`config.mk`:
```
export PLATFORM = sky130hd
export DESIGN_NAME = wdt_windowed
export DESIGN_NICKNAME = d
export VERILOG_FILES = /design/src/rtl/wdt_pkg.sv /design/src/rtl/wdt_window_timer.sv /design/src/rtl/wdt_fail_delay.sv /design/src/rtl/wdt_windowed.sv
export SDC_FILE = /design/constraint.sdc
export NUM_CORES = 1
export LEC_CHECK = 0
export ABC_CLOCK_PERIOD_IN_PS = 4400
export BUFFER_PORTS_ARGS = -buffer_cell sky130_fd_sc_hd__buf_2
export CAP_MARGIN = 20
export CORE_MARGIN = 3
export CORE_UTILIZATION = 58
export DETAILED_ROUTE_END_ITERATION = 7
export GPL_ROUTABILITY_DRIVEN = 0
export PLACE_DENSITY = 0.84
export SLEW_MARGIN = 10
export SYNTH_ARGS = -nofsm -noshare
export SYNTH_HDL_FRONTEND = slang
export SYNTH_HIERARCHICAL = 1
export SYNTH_SLANG_ARGS = --single-unit
```
`constraint.sdc`:
```
create_clock -name clk_wd -period 4.4 [get_ports clk_wd]
set_input_delay 0.22 -clock clk_wd [delete_from_list [all_inputs] [get_ports clk_wd]]
set_output_delay 0.22 -clock clk_wd [all_outputs]
set_load 0.005 [all_outputs]
```
`src/rtl/wdt_pkg.sv`:
```
package wdt_pkg;

    typedef enum logic [2:0] {
        ST_IDLE  = 3'd0,
        ST_SVC   = 3'd1,
        ST_GUARD = 3'd2,
        ST_OPEN  = 3'd3,
        ST_HOLD  = 3'd4,
        ST_RESET = 3'd5
    } wdt_state_t;

    typedef enum logic [1:0] {
        PH_UP   = 2'd0,
        PH_MAIN = 2'd1,
        PH_DOWN = 2'd2
    } tmr_phase_t;

endpackage

```
`src/rtl/wdt_window_timer.sv`:
```
module wdt_window_timer #(
    parameter int DIV       = 8,
    parameter int MAX_TICKS = 16
) (
    input  logic                           clk,
    input  logic                           rst_n,
    input  logic                           start,
    input  logic                           run,
    input  logic [$clog2(MAX_TICKS+1)-1:0] len,
    output logic                           expire
);
    import wdt_pkg::*;

    localparam int OW = $clog2(DIV);
    localparam int MW = $clog2(MAX_TICKS + 1);

    logic [OW-1:0] pre_q;
    logic          tick;
    logic [OW-1:0] off_q, off_d;
    logic [MW-1:0] main_q, main_d;
    logic [MW-1:0] len_q;
    tmr_phase_t    ph_q, ph_d;

    // free-running slow tick divider
    always_ff @(posedge clk or negedge rst_n) begin
        if (!rst_n) begin
            pre_q <= '0;
        end else if (pre_q == OW'(DIV - 1)) begin
            pre_q <= '0;
        end else begin
            pre_q <= pre_q + OW'(1);
        end
    end
    assign tick = (pre_q == OW'(DIV - 1));

    always_comb begin
        off_d  = off_q;
        main_d = main_q;
        ph_d   = ph_q;
        expire = 1'b0;
        if (run) begin
            unique case (ph_q)
                PH_UP, PH_MAIN: begin
                    if (tick) begin
                        if (main_q + MW'(1) == len_q) begin
                            main_d = main_q + MW'(1);
                            if (off_q == OW'(DIV - 1)) begin
                                expire = 1'b1;
                            end else begin
                                off_d = OW'(DIV - 2) - off_q;
                                ph_d  = PH_DOWN;
                            end
                        end else begin
                            main_d = main_q + MW'(1);
                            ph_d   = PH_MAIN;
                        end
                    end else if (ph_q == PH_UP) begin
                        off_d = off_q + OW'(1);
                    end
                end
                PH_DOWN: begin
                    if (off_q == '0) begin
                        expire = 1'b1;
                    end else begin
                        off_d = off_q - OW'(1);
                    end
                end
                default: ph_d = PH_UP;
            endcase
        end
    end

    always_ff @(posedge clk or negedge rst_n) begin
        if (!rst_n) begin
            off_q  <= '0;
            main_q <= '0;
            len_q  <= '0;
            ph_q   <= PH_UP;
        end else if (start) begin
            off_q  <= '0;
            main_q <= '0;
            len_q  <= len;
            ph_q   <= PH_UP;
        end else begin
            off_q  <= off_d;
            main_q <= main_d;
            ph_q   <= ph_d;
        end
    end

    assert_down_bound_R3: assert property (@(posedge clk) disable iff (!rst_n)
        (ph_q == PH_DOWN) |-> (off_q <= OW'(DIV - 2)));

    assert_main_bound_R3: assert property (@(posedge clk) disable iff (!rst_n)
        (run && ph_q != PH_UP) |-> (main_q <= len_q));

endmodule

```
`src/rtl/wdt_fail_delay.sv`:
```
module wdt_fail_delay #(
    parameter int DLY = 10
) (
    input  logic clk,
    input  logic rst_n,
    input  logic run,
    output logic done
);
    localparam int CW = $clog2(DLY);

    logic [CW-1:0] cnt_q;

    assign done = run && (cnt_q == CW'(DLY - 1));

    always_ff @(posedge clk or negedge rst_n) begin
        if (!rst_n) begin
            cnt_q <= '0;
        end else if (!run) begin
            cnt_q <= '0;
        end else if (!done) begin
            cnt_q <= cnt_q + CW'(1);
        end
    end

    assert_delay_step_R8: assert property (@(posedge clk) disable iff (!rst_n)
        (run && !done) |=> (!run || cnt_q == $past(cnt_q) + CW'(1)));

endmodule

```
`src/rtl/wdt_windowed.sv`:
```
module wdt_windowed #(
    parameter int SEL_W    = 2,
    parameter int SW_DIV   = 8,
    parameter int SW_BASE  = 2,
    parameter int FW_DIV   = 16,
    parameter int FW_BASE  = 4,
    parameter int FAIL_DLY = 10
) (
    input  logic             clk_wd,
    input  logic             rst_n,
    input  logic             init_n,
    input  logic             svc_pulse,
    input  logic             clr_fault,
    input  logic [SEL_W-1:0] sw_sel,
    input  logic [SEL_W-1:0] fw_sel,
    output logic             fail_flag,
    output logic             rst_out,
    output logic             svc_open,
    output logic             frm_active
);
    import wdt_pkg::*;

    localparam int SW_MAXN = SW_BASE << ((1 << SEL_W) - 1);
    localparam int FW_MAXN = FW_BASE << ((1 << SEL_W) - 1);
    localparam int SW_MW   = $clog2(SW_MAXN + 1);
    localparam int FW_MW   = $clog2(FW_MAXN + 1);

    wdt_state_t state_q, state_d;
    logic       init_q, init_fall;
    logic       sw_start, fw_start, sw_run, fw_run, sw_exp, fw_exp;
    logic       dly_run, dly_done;
    logic [SW_MW-1:0] sw_len;
    logic [FW_MW-1:0] fw_len;

    assign sw_len = SW_MW'(SW_BASE) << sw_sel;
    assign fw_len = FW_MW'(FW_BASE) << fw_sel;

    always_ff @(posedge clk_wd or negedge rst_n) begin
        if (!rst_n) begin
            init_q <= 1'b0;
        end else begin
            init_q <= init_n;
        end
    end
    assign init_fall = init_q && !init_n;

    assign sw_run  = (state_q == ST_SVC) || (state_q == ST_GUARD);
    assign fw_run  = (state_q == ST_GUARD) || (state_q == ST_OPEN);
    assign dly_run = (state_q == ST_HOLD);

    wdt_window_timer #(.DIV(SW_DIV), .MAX_TICKS(SW_MAXN)) i_sw_timer (
        .clk(clk_wd), .rst_n(rst_n), .start(sw_start), .run(sw_run),
        .len(sw_len), .expire(sw_exp)
    );

    wdt_window_timer #(.DIV(FW_DIV), .MAX_TICKS(FW_MAXN)) i_fw_timer (
        .clk(clk_wd), .rst_n(rst_n), .start(fw_start), .run(fw_run),
        .len(fw_len), .expire(fw_exp)
    );

    wdt_fail_delay #(.DLY(FAIL_DLY)) i_fail_delay (
        .clk(clk_wd), .rst_n(rst_n), .run(dly_run), .done(dly_done)
    );

    // next-state and timer launch decisions
    always_comb begin
        state_d  = state_q;
        sw_start = 1'b0;
        fw_start = 1'b0;
        if (init_fall) begin
            state_d  = ST_SVC;
            sw_start = 1'b1;
        end else begin
            unique case (state_q)
                ST_IDLE: ;
                ST_SVC: begin
                    if (svc_pulse) begin
                        state_d  = ST_GUARD;
                        sw_start = 1'b1;
                        fw_start = 1'b1;
                    end else if (sw_exp) begin
                        state_d = ST_HOLD;
                    end
                end
                ST_GUARD: begin
                    if (svc_pulse || fw_exp) begin
                        state_d = ST_HOLD;
                    end else if (sw_exp) begin
                        state_d = ST_OPEN;
                    end
                end
                ST_OPEN: begin
                    if (svc_pulse) begin
                        state_d  = ST_GUARD;
                        sw_start = 1'b1;
                        fw_start = 1'b1;
                    end else if (fw_exp) begin
                        state_d = ST_HOLD;
                    end
                end
                ST_HOLD: begin
                    if (clr_fault) begin
                        state_d = ST_IDLE;
                    end else if (dly_done) begin
                        state_d = ST_RESET;
                    end
                end
                ST_RESET: begin
                    if (clr_fault) begin
                        state_d = ST_IDLE;
                    end
                end
                default: state_d = ST_IDLE;
            endcase
        end
    end

    always_ff @(posedge clk_wd or negedge rst_n) begin
        if (!rst_n) begin
            state_q <= ST_IDLE;
        end else begin
            state_q <= state_d;
        end
    end

    always_comb begin
        fail_flag  = 1'b0;
        rst_out    = 1'b0;
        svc_open   = 1'b0;
        frm_active = 1'b0;
        unique case (state_q)
            ST_IDLE:  ;
            ST_SVC:   svc_open = 1'b1;
            ST_GUARD: frm_active = 1'b1;
            ST_OPEN: begin
                svc_open   = 1'b1;
                frm_active = 1'b1;
            end
            ST_HOLD:  fail_flag = 1'b1;
            ST_RESET: begin
                fail_flag = 1'b1;
                rst_out   = 1'b1;
            end
            default: ;
        endcase
    end

    assert_start_opens_R2: assert property (@(posedge clk_wd) disable iff (!rst_n)
        init_fall |=> (svc_open && !fail_flag && !rst_out));

    assert_serve_closes_R4: assert property (@(posedge clk_wd) disable iff (!rst_n)
        (state_q == ST_SVC && svc_pulse && !init_fall) |=> (frm_active && !svc_open && !fail_flag));

    assert_early_faults_R6: assert property (@(posedge clk_wd) disable iff (!rst_n)
        (state_q == ST_GUARD && svc_pulse && !init_fall) |=> fail_flag);

    assert_flag_first_R8: assert property (@(posedge clk_wd) disable iff (!rst_n)
        $rose(rst_out) |-> $past(fail_flag));

    assert_fault_holds_R9: assert property (@(posedge clk_wd) disable iff (!rst_n)
        (fail_flag && !clr_fault && !init_fall) |=> fail_flag);

    assert_idle_ignores_R10: assert property (@(posedge clk_wd) disable iff (!rst_n)
        (state_q == ST_IDLE && !init_fall) |=> !fail_flag);

endmodule

```
==> flow_summary_export.csv <==
group,metric,value,unit
status,status,"finished, final reports clean",
floorplan,die_h,78.11,microns
critical_path,cp.arrival,2.88,ns
clock_network,cts_num_sinks,48,
critical_path,worst-path-max-fanout,5,
yosys,synth_enable_flop_cells,0,
yosys,synth_top_family_by_area,"simple AND/OR/NAND/NOR gates",
drt,drtIter0Drc,113,
yosys,synth_cells,302,
yosys,syn_area,3015,sq um
timing,setup_viol,0,
clock_network,path_clk_slew,0.10,ns
clock_network,cts-root-buf,"clkbuf_8",
placed_design,io_buffers,12,
clock_network,tritoncts,"built",
power,peakVddDrop,0.2918,mV
floorplan,rows,25,
yosys,synth_compound_area_share,12.95,%
floorplan,start_util,61.79,%
drt,drc,0,
timing,finalSetupTns,0,ns
global_routing,grt_pass1_wl,9384,microns
clock_network,cts_buffers,5,
floorplan,die_area,6100,sq um
cells_and_area,fin_util,66.87,%
power,power-per-cell-area,484.5,nW/um^2
cells_and_area,final_nets,341,
timing,slew_viol_final,0,
cells_and_area,fillers,437,
yosys,synth-adder-area-share,5.809,%
yosys,synth-seq-cells,48,
clock_network,clock_latency,0.30,ns
critical_path,path_class,"flop to flop",
run,max-cap-violations,0,
clock_network,cts-resized-gates,0,
timing,maxSlewHeadroom,48.08,%
global_routing,grt_pass1_vias,2192,
worst_hold_path,min_path_type,"input pin to flop",
yosys,muxShareOfSynthArea,5.809,%
yosys,ys.flop_type,"dfrtp_1",
drt,vias,2204,
yosys,ys_warn_count,6,
power,p_leak,0.001481,uW
floorplan,ios,13,
yosys,synth_simple_gate_area_share,22.74,%
drt,wl_per_cell,13.62,microns
critical_path,end_kind,"flop",
timing,worst_pin_slew,0.7684,ns
critical_path,startpoint_type,"flop",
drt,drtAntennaViolNets,0,
cells_and_area,antenna_cells,0,
yosys,synth_xor_xnor_area_share,9.751,%
drt,drt_pass1_iterations,4,
cells_and_area,layout_commonest_cell,"dfrtp_1",
clock_network,htreeDepth,2,
yosys,synth.distinct_cells,61,
yosys,async_flop_share,100.0,%
floorplan,core,4880,sq um
timing,fin_crit_sh,61.28,%
yosys,synth_seq_area_share,39.83,%
placed_design,dp_hpwl,3861,microns
global_routing,grt_usage,18.72,%
timing,fmax,370.9,MHz
critical_path,worstPathRequired,4.58,ns
cells_and_area,drive_gt1_share,15.05,%
clock_network,cts_buffer_depth,2,
global_routing,grt_max_degree,49,
yosys,syn_area_per_cell,9.985,sq um
floorplan,die_w,78.11,microns
timing,clock-skew-final,0.009340,ns
timing,fin_crit,2.696,ns
timing,hold_viol_final,0,
drt,routed_wl,5257,microns
clock_network,postCtsSetupBuffers,0,
global_routing,gr-total-overflow,0,
drt,viasPerCell,5.710,
timing,rsz0062_at_grt,"false",
cells_and_area,final_cell_mix,"48 x dfrtp_1, 27 x nor2_1, 18 x xor2_1",
global_routing,grt_antenna_before_repair,0,
cells_and_area,synthToLayoutAreaGrowth,8.216,%
[registers in the layout (all words and copies together) (netlist names)]
signal,flops
i_fw_timer/len_q,6
i_sw_timer/off_q,3
init_q,1
i_sw_timer/pre_q,3
i_sw_timer/len_q,5
i_sw_timer/ph_q,2
i_fw_timer/ph_q,2
i_fw_timer/main_q,6
i_fail_delay/cnt_q,4
i_sw_timer/main_q,5
i_fw_timer/off_q,4
state_q,3
i_fw_timer/pre_q,4
[synth_stat cells, drive strengths merged, types with 2 or more instances]
cell type	number	area [sq um]
or3	6	48.80
o21ai	15	78.82
o21a	2	15.01
nor4	2	12.51
or4	4	33.78
or2	2	12.51
nand4b	3	26.28
mux2	12	135.1
ha	14	175.2
xnor2	13	113.9
a21oi	12	60.06
o31ai	6	45.04
nor2	28	107.6
inv	10	37.54
a31oi	3	18.77
and3	2	12.51
nand3	10	55.05
mux2i	4	40.04
xor2	18	157.7
nand2	17	66.32
nor4bb	2	20.02
a32oi	2	17.52
clkbuf	4	16.26
nor3b	4	30.03
nor2b	14	87.58
nor3	5	25.02
nand2b	9	56.30
and4b	2	20.02
dfrtp	48	1201
o211ai	2	15.01
buf	3	27.52
a311oi	2	17.52
o41ai	2	25.03
and2	4	25.02
[layout make-up]
type | count | area, sq um | area share (%)
multi-input cells | 238 | 1732 | 53.07
clock inverters | 3 | 42.54 | 1.304
clock buffers | 5 | 68.82 | 2.109
repair buffers | 15 | 97.59 | 2.991
well taps | 67 | 83.83 | 2.569
inverters | 10 | 37.54 | 1.150
flip-flops and latches | 48 | 1201 | 36.81
[layer usage]
layer / global-route usage [%] / routed length, microns / share of wire [%] / vias to the layer above
li1: - / - / - / 1102
met1: 23.16 / 2455 / 47 / 1056
met2: 33.22 / 2586 / 49 / 39
met3: 4.128 / 162 / 3.1 / 7
met4: 4.545 / 53 / 1.0 / 0
met5: 0 / 0 / 0 / -
[final timing paths]
check / startpoint / end / slack (ns) / cells after the start
min in group asynchronous: rst_n / i_sw_timer/off_q[0]$_DFFE_PN0P_ / 0.31 / 2
worst min register to register: i_sw_timer/pre_q[0]$_DFF_PN0_ / i_sw_timer/pre_q[0]$_DFF_PN0_ / 0.44 / 1
worst max-delay path: i_fw_timer/main_q[0]$_DFFE_PN0P_ / state_q[0]$_DFFE_PN0P_ / 1.70 / 10
worst max register to register: i_fw_timer/main_q[0]$_DFFE_PN0P_ / state_q[0]$_DFFE_PN0P_ / 1.70 / 10
max in group asynchronous: rst_n / i_fw_timer/off_q[1]$_DFFE_PN0P_ / 3.60 / 3
worst min-delay path: init_n / init_q$_DFF_PN0_ / 0.03 / 1
[kinds of logic (layout without fill, tap and decap cells)]
kind of cell / after synthesis / in the layout
AND/OR/NAND/NOR: 118 / 118
AO/OA/AOI/OAI: 55 / 55
flip-flops: 48 / 48
XOR/XNOR: 32 / 32
buffers and inverters: 18 / 33
multiplexers: 16 / 16
adder cells (fa/ha/maj): 14 / 14
other: 1 / 3
[worst max-delay path: stages (launching register included)]
cell	delay, ns
dfrtp_1	0.44
ha_1	0.26
nand2b_1	0.17
a21oi_1	0.15
a311oi_1	0.07
o21ai_0	0.47
o21ai_0	0.16
and3_1	0.21
or4_4	0.51
o21ai_2	0.06
a32oi_1	0.06
[through the flow]
stage	cell area [sq um]	std cells	hold slack (ns)	worst slack (ns)	total power, uW
floorplan	3023	304	-0.07559	1.999	1137
CTS	3233	384	0.02824	1.740	1587
global placement	3122	376	0.3468	1.837	1234
finish	3263	386	0.03023	1.704	1581
detailed placement	3122	376	0.3496	1.760	1266
global route	3263	386	0.02472	1.471	1697
[power by group]
group | switching (uW) | total, uW | internal [uW]
logic | 318 | 612 | 295
clock network | 152 | 320 | 168
registers | 114 | 649 | 535
[repair_timing]
action                                 in CTS  in global routing
endpoints found under the hold margin       0                 10
hold buffers                                0                  1
setup endpoints to repair                   0                  0
Note: power is estimated with default switching activity, not from simulation.
